`config.mk`:
```
export PLATFORM = sky130hd
export DESIGN_NAME = zc_gain_ctrl
export DESIGN_NICKNAME = d
export VERILOG_FILES = /design/src/rtl/zc_gain_pkg.sv /design/src/rtl/zc_sign_detect.sv /design/src/rtl/zc_timeout.sv /design/src/rtl/zc_pwr_window.sv /design/src/rtl/zc_gain_ctrl.sv
export SDC_FILE = /design/constraint.sdc
export NUM_CORES = 1
export LEC_CHECK = 0
export ABC_AREA = 1
export BUFFER_PORTS_ARGS = -buffer_cell sky130_fd_sc_hd__buf_4
export CELL_PAD_IN_SITES_DETAIL_PLACEMENT = 0
export CELL_PAD_IN_SITES_GLOBAL_PLACEMENT = 1
export CORE_ASPECT_RATIO = 0.6
export CORE_MARGIN = 2
export CORE_UTILIZATION = 44
export DETAILED_ROUTE_END_ITERATION = 8
export GPL_TIMING_DRIVEN = 0
export HOLD_SLACK_MARGIN = 0.03
export PLACE_DENSITY = 0.93
export SLEW_MARGIN = 5
export SYNTH_ARGS = -nofsm -noshare
export SYNTH_HDL_FRONTEND = slang
export SYNTH_HIERARCHICAL = 1
export SYNTH_SLANG_ARGS = --single-unit
```
`constraint.sdc`:
```
create_clock -name clk_i -period 5.35 [get_ports clk_i]
set_input_delay 0 -clock clk_i [delete_from_list [all_inputs] [get_ports clk_i]]
set_output_delay 0 -clock clk_i [all_outputs]
set_load 0.05 [all_outputs]
```
`src/rtl/zc_gain_pkg.sv`:
```
package zc_gain_pkg;
  localparam int unsigned CODE_W = 6;
  typedef logic [CODE_W-1:0] gain_code_t;
  localparam gain_code_t CODE_0DB = 6'h18;

  typedef enum logic [1:0] {
    HB_IDLE  = 2'd0,
    HB_WAIT2 = 2'd1,
    HB_WAIT1 = 2'd2
  } hb_state_e;

  function automatic int unsigned inhibit_cycles(input longint unsigned clk_hz);
    return int'((clk_hz * 64'd16) / 64'd10000);
  endfunction
endpackage

```
`src/rtl/zc_sign_detect.sv`:
```
module zc_sign_detect #(
  parameter int unsigned SMP_W = 16
) (
  input  logic             clk_i,
  input  logic             rst_ni,
  input  logic             valid_i,
  input  logic [SMP_W-1:0] smp_i,
  output logic             zc_o
);
  logic prev_sign;

  always_ff @(posedge clk_i or negedge rst_ni) begin
    if (!rst_ni)      prev_sign <= 1'b0;
    else if (valid_i) prev_sign <= smp_i[SMP_W-1];
  end

  assign zc_o = valid_i && (smp_i[SMP_W-1] != prev_sign);
endmodule

```
`src/rtl/zc_timeout.sv`:
```
module zc_timeout #(
  parameter int unsigned TMO_BASE = 128
) (
  input  logic       clk_i,
  input  logic       rst_ni,
  input  logic       valid_i,
  input  logic [1:0] sel_i,
  input  logic       restart_i,
  output logic       tmo_o
);
  localparam int unsigned MAX_PER = TMO_BASE * 8;
  localparam int unsigned CW = $clog2(MAX_PER) + 1;

  logic [CW-1:0] cnt;
  logic [CW-1:0] per;

  assign per   = CW'(TMO_BASE) << sel_i;
  assign tmo_o = valid_i && (cnt >= per - CW'(1));

  always_ff @(posedge clk_i or negedge rst_ni) begin
    if (!rst_ni)        cnt <= '0;
    else if (restart_i) cnt <= '0;
    else if (valid_i)   cnt <= tmo_o ? '0 : cnt + CW'(1);
  end

  assert_cnt_range_R3: assert property (@(posedge clk_i) disable iff (!rst_ni)
    cnt < CW'(MAX_PER));
endmodule

```
`src/rtl/zc_pwr_window.sv`:
```
module zc_pwr_window #(
  parameter int unsigned INH_CYC = 200000
) (
  input  logic clk_i,
  input  logic rst_ni,
  input  logic pwr_en_i,
  output logic rise_o,
  output logic active_o
);
  localparam int unsigned IW = $clog2(INH_CYC + 1);

  logic          pwr_prev;
  logic [IW-1:0] cnt;

  assign rise_o   = pwr_en_i && !pwr_prev;
  assign active_o = (cnt != '0);

  always_ff @(posedge clk_i or negedge rst_ni) begin
    if (!rst_ni) begin
      pwr_prev <= 1'b0;
      cnt      <= '0;
    end else begin
      pwr_prev <= pwr_en_i;
      if (!pwr_en_i)     cnt <= '0;
      else if (rise_o)   cnt <= IW'(INH_CYC);
      else if (active_o) cnt <= cnt - IW'(1);
    end
  end

  assert_off_clears_R6: assert property (@(posedge clk_i) disable iff (!rst_ni)
    !pwr_en_i |=> !active_o);
endmodule

```
`src/rtl/zc_gain_ctrl.sv`:
```
module zc_gain_ctrl
  import zc_gain_pkg::*;
#(
  parameter int unsigned SMP_W    = 16,
  parameter int unsigned TMO_BASE = 128,
  parameter longint unsigned CLK_HZ = 125000000
) (
  input  logic             clk_i,
  input  logic             rst_ni,
  input  logic             pwr_en_i,
  input  logic             alc_en_i,
  input  logic [1:0]       tmo_sel_i,
  input  logic             wr_en_i,
  input  logic [5:0]       wr_code_i,
  input  logic [5:0]       alc_code_i,
  input  logic             smp_valid_i,
  input  logic [SMP_W-1:0] smp_i,
  output logic [5:0]       gain_o,
  output logic [5:0]       alc_seed_o,
  output logic             busy_o
);
  localparam int unsigned INH_CYC = inhibit_cycles(CLK_HZ);

  gain_code_t cur, tgt, seed;
  hb_state_e  hb;
  logic       alc_prev;
  logic       zc, tmo, evt;
  logic       pwr_rise, win_active;
  logic       alc_rise, alc_fall;
  logic       pending, wr_accept, restart;

  zc_sign_detect #(.SMP_W(SMP_W)) u_zc (
    .clk_i, .rst_ni, .valid_i(smp_valid_i), .smp_i, .zc_o(zc)
  );

  zc_timeout #(.TMO_BASE(TMO_BASE)) u_tmo (
    .clk_i, .rst_ni, .valid_i(smp_valid_i), .sel_i(tmo_sel_i),
    .restart_i(restart), .tmo_o(tmo)
  );

  zc_pwr_window #(.INH_CYC(INH_CYC)) u_win (
    .clk_i, .rst_ni, .pwr_en_i, .rise_o(pwr_rise), .active_o(win_active)
  );

  assign evt       = zc || tmo;
  assign alc_rise  = alc_en_i && !alc_prev;
  assign alc_fall  = !alc_en_i && alc_prev;
  assign pending   = (tgt != cur);
  assign wr_accept = wr_en_i && pwr_en_i && !pwr_rise && !win_active && !alc_en_i;
  assign restart   = pwr_rise || wr_accept || alc_fall ||
                     (evt && !alc_en_i && ((hb != HB_IDLE) || pending));

  always_ff @(posedge clk_i or negedge rst_ni) begin
    if (!rst_ni) begin
      cur      <= CODE_0DB;
      tgt      <= CODE_0DB;
      seed     <= CODE_0DB;
      hb       <= HB_IDLE;
      alc_prev <= 1'b0;
    end else begin
      alc_prev <= alc_en_i;
      if (alc_rise) seed <= cur;
      if (pwr_rise) begin
        cur <= CODE_0DB;
        tgt <= CODE_0DB;
        hb  <= HB_IDLE;
      end else begin
        if (wr_accept) tgt <= wr_code_i;
        if (alc_en_i) begin
          cur <= alc_code_i;
          hb  <= HB_IDLE;
        end else if (alc_fall) begin
          hb <= HB_WAIT2;
        end else if (hb != HB_IDLE) begin
          if (evt) begin
            if (hb == HB_WAIT1) begin
              cur <= tgt;
              hb  <= HB_IDLE;
            end else begin
              hb <= HB_WAIT1;
            end
          end
        end else if (evt && pending) begin
          cur <= tgt;
        end
      end
    end
  end

  assign gain_o     = alc_en_i ? alc_code_i : cur;
  assign alc_seed_o = seed;
  assign busy_o     = win_active || (hb != HB_IDLE) || (!alc_en_i && pending);

  assert_hold_R2: assert property (@(posedge clk_i) disable iff (!rst_ni)
    (!alc_en_i && !alc_fall && (hb == HB_IDLE) && !evt && !pwr_rise) |=> $stable(cur));

  assert_off_drop_R4: assert property (@(posedge clk_i) disable iff (!rst_ni)
    !pwr_en_i |=> $stable(tgt));

  assert_pwr_default_R5: assert property (@(posedge clk_i) disable iff (!rst_ni)
    pwr_rise |=> (gain_o == CODE_0DB || alc_en_i) && (tgt == CODE_0DB));

  assert_inhibit_R6: assert property (@(posedge clk_i) disable iff (!rst_ni)
    win_active |=> $stable(tgt));

  assert_seed_R7: assert property (@(posedge clk_i) disable iff (!rst_ni)
    alc_rise |=> (alc_seed_o == $past(cur)));

  assert_alc_lock_R8: assert property (@(posedge clk_i) disable iff (!rst_ni)
    (alc_en_i && !pwr_rise) |=> $stable(tgt));

  assert_hb_hold_R9: assert property (@(posedge clk_i) disable iff (!rst_ni)
    ((hb != HB_IDLE) && !evt && !alc_en_i && !pwr_rise) |=> $stable(cur));

  assert_idle_R11: assert property (@(posedge clk_i) disable iff (!rst_ni)
    (!smp_valid_i && !alc_en_i && !pwr_rise) |=> $stable(cur));
endmodule

```
# Word-level counts from Yosys, hierarchy flattened
# Index checks and enable logic that the tools add are counted.
[totals] regBits=52 in_bits=36 out_inout_bits=13 word_cells=77
[op_classes] addsub=3 order_cmp=1 n_eq_ne=7 shifts=1 muxes=22 reduce_logical=34
[ops] operator="$mux W6" count=10
[ops] operator="$mux W18" count=3
[ops] operator="$mux W11" count=3
[ops] operator="$reduce_bool A18 Y1" count=1
[ops] operator="$sub A18 B1 Y18 const B" count=1
[ops] operator="$logic_and A1 B1 Y1" count=13
[ops] operator="$mux W2" count=6
[ops] operator="$reduce_bool A4 Y1" count=3
[ops] operator="$add A11 B1 Y11 const B" count=1
[ops] operator="$ge A11 B11 Y1" count=1
[ops] operator="$shl A8 B2 Y11 const A" count=1
[ops] operator="$sub A11 B1 Y11 const B" count=1
[ops] operator="$logic_or A1 B1 Y1" count=7
[ops] operator="$ne A6 B6 Y1" count=1
[ops] operator="$reduce_bool A2 Y1" count=3
[ops] operator="$logic_not A1 Y1" count=5
[ops] operator="$ne A4 B3 Y1 const B" count=1
[ops] operator="$ne A4 B4 Y1 const B" count=1
[ops] operator="$reduce_and A4 Y1" count=1
[ops] operator="$ne A3 B1 Y1 const B" count=1
[ops] operator="$ne A3 B3 Y1 const B" count=1
[ops] operator="$eq A2 B2 Y1 const B" count=1
[ops] operator="$reduce_and A2 Y1" count=1
[ops] operator="$ne A1 B1 Y1" count=1

# Depth between registers and ports, before layout
[logic_depth] ltp_word=11 ltp_mapped=17 ltp_nobuf=16

# Hierarchy
# The synthesis kept the hierarchy.
[modules_own_cells] mod="zc_pwr_window" n_inst=1 cells_per_inst=163 area_per_inst_um2=1156.1 seq_area_each_um2=475.5
[modules_own_cells] mod="zc_gain_ctrl" n_inst=1 cells_per_inst=150 area_per_inst_um2=1144.8 seq_area_each_um2=533.0
[modules_own_cells] mod="zc_timeout" n_inst=1 cells_per_inst=101 area_per_inst_um2=748.2 seq_area_each_um2=275.3
[modules_own_cells] mod="zc_sign_detect" n_inst=1 cells_per_inst=8 area_per_inst_um2=55.1 seq_area_each_um2=25.0

# Worst setup path before layout
# Ideal clock, no wire load.
[synth_timing] kind="register -> register" start="reg u_win.cnt[0]" end="reg u_tmo.cnt[5]" setup_ns=0.120 arrival_ns=2.141 required_time_ns=5.230 slack_ns=3.089 stages_incl_launch_ff=17 n_path_buf=1 period_less_slack_ns=2.261 cell_sequence="dfrtp_1 inv_1 ha_1 nand2_2 nor2_8 nand3_4 buf_6 inv_1 nand4_1 nand2_1 a21oi_1 o21ai_0 nor2_4 nor2_2 nand2_1 xor2_1 nor2_1"
[synth_between] elab_chain_len=8
[synth_rtl] element="start: declaration" line_no="zc_pwr_window.sv:13" text="logic [IW-1:0] cnt;"
[synth_rtl] element="start signal: assignment" line_no="zc_pwr_window.sv:25" text="else if (rise_o) cnt <= IW'(INH_CYC);"
[synth_rtl] element="start signal: assignment" line_no="zc_pwr_window.sv:26" text="else if (active_o) cnt <= cnt - IW'(1);"
[synth_rtl] element="$reduce_bool A18 Y1 *" line_no="zc_pwr_window.sv:16" text="assign active_o = (cnt != '0);"
[synth_rtl] element="via win_active" line_no="zc_gain_ctrl.sv:28" text="logic pwr_rise, win_active;"
[synth_rtl] element="$logic_not A1 Y1 *" line_no="zc_gain_ctrl.sv:49" text="assign wr_accept = wr_en_i && pwr_en_i && !pwr_rise && !win_active && !alc_en_i;"
[synth_rtl] element="$logic_and A1 B1 Y1 * (2 in series)" line_no="zc_gain_ctrl.sv:49"
[synth_rtl] element="$logic_or A1 B1 Y1 * (3 in series)" line_no="zc_gain_ctrl.sv:50" text="assign restart = pwr_rise || wr_accept || alc_fall ||"
[synth_rtl] element="via restart" line_no="zc_gain_ctrl.sv:30" text="logic pending, wr_accept, restart;"
[synth_rtl] element="$mux W11 / $reduce_bool A2 Y1 (equally long branches)"
[synth_rtl] element="end signal: assignment" line_no="zc_timeout.sv:23" text="else if (valid_i) cnt <= tmo_o ? '0 : cnt + CW'(1);"
[synth_rtl] element="end: declaration" line_no="zc_timeout.sv:14" text="logic [CW-1:0] cnt;"
# Mark *: on every way through the listed nets, which the timed path passes. The rest lies on a longest branch.
# A chain may end at the register's enable or synchronous reset.

# Worst setup path in the final report
[layout_timing] start="in pwr_en_i" end="reg u_tmo.cnt[8]"
[layout_between] elab_chain_len=9
[layout_rtl] element="start: declaration" line_no="zc_gain_ctrl.sv:10" text="input logic pwr_en_i,"
[layout_rtl] element="$logic_and A1 B1 Y1 *" line_no="zc_pwr_window.sv:15" text="assign rise_o = pwr_en_i && !pwr_prev;"
[layout_rtl] element="via pwr_rise" line_no="zc_gain_ctrl.sv:28"
[layout_rtl] element="$logic_not A1 Y1" line_no="zc_gain_ctrl.sv:49"
[layout_rtl] element="$logic_and A1 B1 Y1 (3 in series)" line_no="zc_gain_ctrl.sv:49"
[layout_rtl] element="$logic_or A1 B1 Y1 * (3 in series)" line_no="zc_gain_ctrl.sv:50"
[layout_rtl] element="via restart" line_no="zc_gain_ctrl.sv:30"
[layout_rtl] element="$mux W11 / $reduce_bool A2 Y1 (equally long branches)"
# Marked as above.

==> flow_metrics.env <==
export IMPL_hpwlAfterDp_mm=5.58
export IMPL_overflow=0
export IMPL_outcome="finished, final reports clean"
export IMPL_finalNonFillerCells=562
export IMPL_final_common_cell="nand2_1"
export IMPL_crit_path_max_fanout=13
export IMPL_final_cell_mix="nand2_1 (106), nor2_1 (59), inv_1 (56)"
export IMPL_synthFlopType="dfrtp_1"
export IMPL_area_growth_pct=20.9
export IMPL_drc=0
export IMPL_synthesis_nets=464
export IMPL_cp_end_kind="flip-flop"
export IMPL_io_pins=49
export IMPL_synth_avg_cell_area_um2=7.36
export IMPL_holdCritPathClass="input pin to flip-flop"
export IMPL_fin_nets=516
export IMPL_grt_first_pass_wirelength_mm=13.0
export IMPL_cts_resized_gates=0
export IMPL_tightest_slew_ns=1.15
export IMPL_max_clock_path_buffers=2
export IMPL_regArea_mm2=0.00131
export IMPL_max_cap_viol_count=0
export IMPL_clk_latency_ns=0.30
export IMPL_wl_per_cell_um=13.3
export IMPL_cts_tree="built"
export IMPL_final_area_mm2=0.00375
export IMPL_floorplan_die_area_mm2=0.00776
export IMPL_dr_pass1_iters=5
export IMPL_report_final_slew_viol_count=0
export IMPL_ys_seq_area_frac=0.422
export IMPL_dp_cells=542
export IMPL_hold_viol=0
export IMPL_synth_seq_cells=52
export IMPL_finalSetupTns_ns=0
export IMPL_p_per_area_mw_per_mm2=343
export IMPL_required_ns=5.54
export IMPL_htreeDepth=2
export IMPL_synth_edf_count=0
export IMPL_clockRootBuffer="clkbuf_16"
export IMPL_placed_cell_area_mm2=0.00346
export IMPL_die_x_um=112
export IMPL_synthCells=422
export IMPL_synth_area_mm2=0.00310
export IMPL_power_mw=1.29
export IMPL_drtIter0Drc=252
export IMPL_grt_pass1_vias=2646
export IMPL_crit_arrival_ns=3.03
export IMPL_setup_viol=0
export IMPL_clk_pin_slew_ns=0.07
export IMPL_synth_warnings=6
export IMPL_antenna_left=0
export IMPL_routed_wl_mm=7.50
export IMPL_viasPerCell=5.00
export IMPL_clock_sinks=52
export IMPL_die_y_um=69.1
export IMPL_p_leak_nw=1.89
export IMPL_ir_worst_vdd_uv=195
export IMPL_hold_slack_ns=0.0486
export IMPL_core_mm2=0.00676
export IMPL_fin_crit_ns=2.84
export IMPL_async_flop_share=1.00
export IMPL_drive_gt1_frac=0.177
export IMPL_cts_buffers_inserted=5
export IMPL_antenna_cells=0
export IMPL_cp_start_kind="input pin"
export IMPL_start_util=0.459
export IMPL_multi_input_area_mm2=0.00154
export IMPL_vias=2811
export IMPL_fp_row_count=23
export IMPL_gp_congestion=0.864
export IMPL_ys_types=35
export IMPL_track_usage=0.206
export IMPL_rsz0062_at_grt="no"
export IMPL_period_share=0.532
export IMPL_fill_cells=649
export IMPL_relSlewSlack=0.230
export IMPL_fmaxAchievable_ghz=0.352
export IMPL_port_buffers=33
export IMPL_grt_max_degree=53
export IMPL_path_class="input pin to flip-flop"
export IMPL_grt_antenna_before_repair=0
export IMPL_clock_skew_ns=0.00777
==> layout make-up <==
class / count / area share
clock buffer: 5 / 0.0333
tap: 87 / 0.0290
clock inverter: 3 / 0.0123
buffer: 5 / 0.00934
timing repair buffer: 45 / 0.0980
inverter: 59 / 0.0597
sequential: 52 / 0.349
multi-input combinational: 306 / 0.409
==> what timing repair did <==
item / in CTS / in global routing
hold endpoints to repair: 58 / 0
hold buffers: 12 / 0
buffers inserted: 0 / 0
==> path summary, 6_finish.rpt <==
path,startpoint,to,slack [ns],cells past startpoint
max reg2reg,u_win/pwr_prev,u_tmo/cnt[8],2.51,10
max,pwr_en_i,u_tmo/cnt[8],2.51,13
min in group asynchronous,rst_ni,u_win/cnt[5],0.27,2
min reg2reg,cur[4],cur[4],0.48,2
max in group asynchronous,rst_ni,hb[0],4.62,2
min,smp_valid_i,u_tmo/cnt[0],0.05,3
==> synthesized netlist by cell type, types with 4 or more instances <==
master	n	area share
nand2_2	5	0.010
dfstp_2	6	0.051
ha_1	6	0.024
o22ai_1	4	0.0081
nand4_1	7	0.014
nand3_1	30	0.048
nor2_2	12	0.024
dfrtp_1	46	0.37
nor2_1	59	0.071
a21oi_1	14	0.023
o21ai_1	5	0.0081
xor2_1	5	0.014
nand2_1	106	0.13
o21ai_0	25	0.040
inv_1	56	0.068
==> flip-flops by register name, summed over array words and instances (netlist names) <==
name,count
alc_prev,1
alc_seed_o,6
cur,6
hb,2
tgt,6
u_tmo/cnt,11
u_win/cnt,18
u_win/pwr_prev,1
u_zc/prev_sign,1
==> cell families (layout without fill, tap and decap cells) <==
family                     after synthesis  in the layout  synth area share
AOI/OAI and AO/OA                       55             55            0.0971
xor gates and xnor gates                 7              7            0.0198
adders and majority gates                6              6            0.0242
buffers and inverters                   64            117            0.0834
DFF                                     52             52             0.422
other                                    1              1           0.00121
and+or+nand+nor                        237            237             0.353
==> worst max-delay path: stages <==
cell	delay [ns]
dlygate4sd3_1	0.52
buf_4	0.15
inv_1	0.07
nor2_1	0.86
inv_2	0.24
nand2_1	0.25
a21oi_1	0.06
o21ai_0	0.22
nor2_4	0.14
nor2_2	0.19
nand3_1	0.11
xor2_1	0.15
nor2_1	0.06
==> where the power goes <==
part / internal [mW] / leakage (nW) / switching [mW]
clock network: 0.223 / 0.0804 / 0.154
registers: 0.449 / 0.671 / 0.0401
logic: 0.139 / 1.14 / 0.284
total: 0.810 / 1.89 / 0.478
==> per-layer routing <==
| layer | global-route usage | share of wire | up-vias |
|---|---|---|---|
| li1 | - | - | 1449 |
| met1 | 0.326 | 0.53 | 1288 |
| met2 | 0.290 | 0.41 | 67 |
| met3 | 0.0422 | 0.059 | 7 |
| met4 | 0.0366 | 0.0068 | 0 |
| met5 | 0 | 0 | - |
==> metrics by stage <==
stage	util	worst slack, ns
after floorplan	-	3.09
after global placement	0.512	2.68
after detailed placement	0.512	2.62
after CTS	0.555	2.58
after global routing	0.555	2.31
final	0.555	2.51
Note: power is estimated with default switching activity, not from simulation.
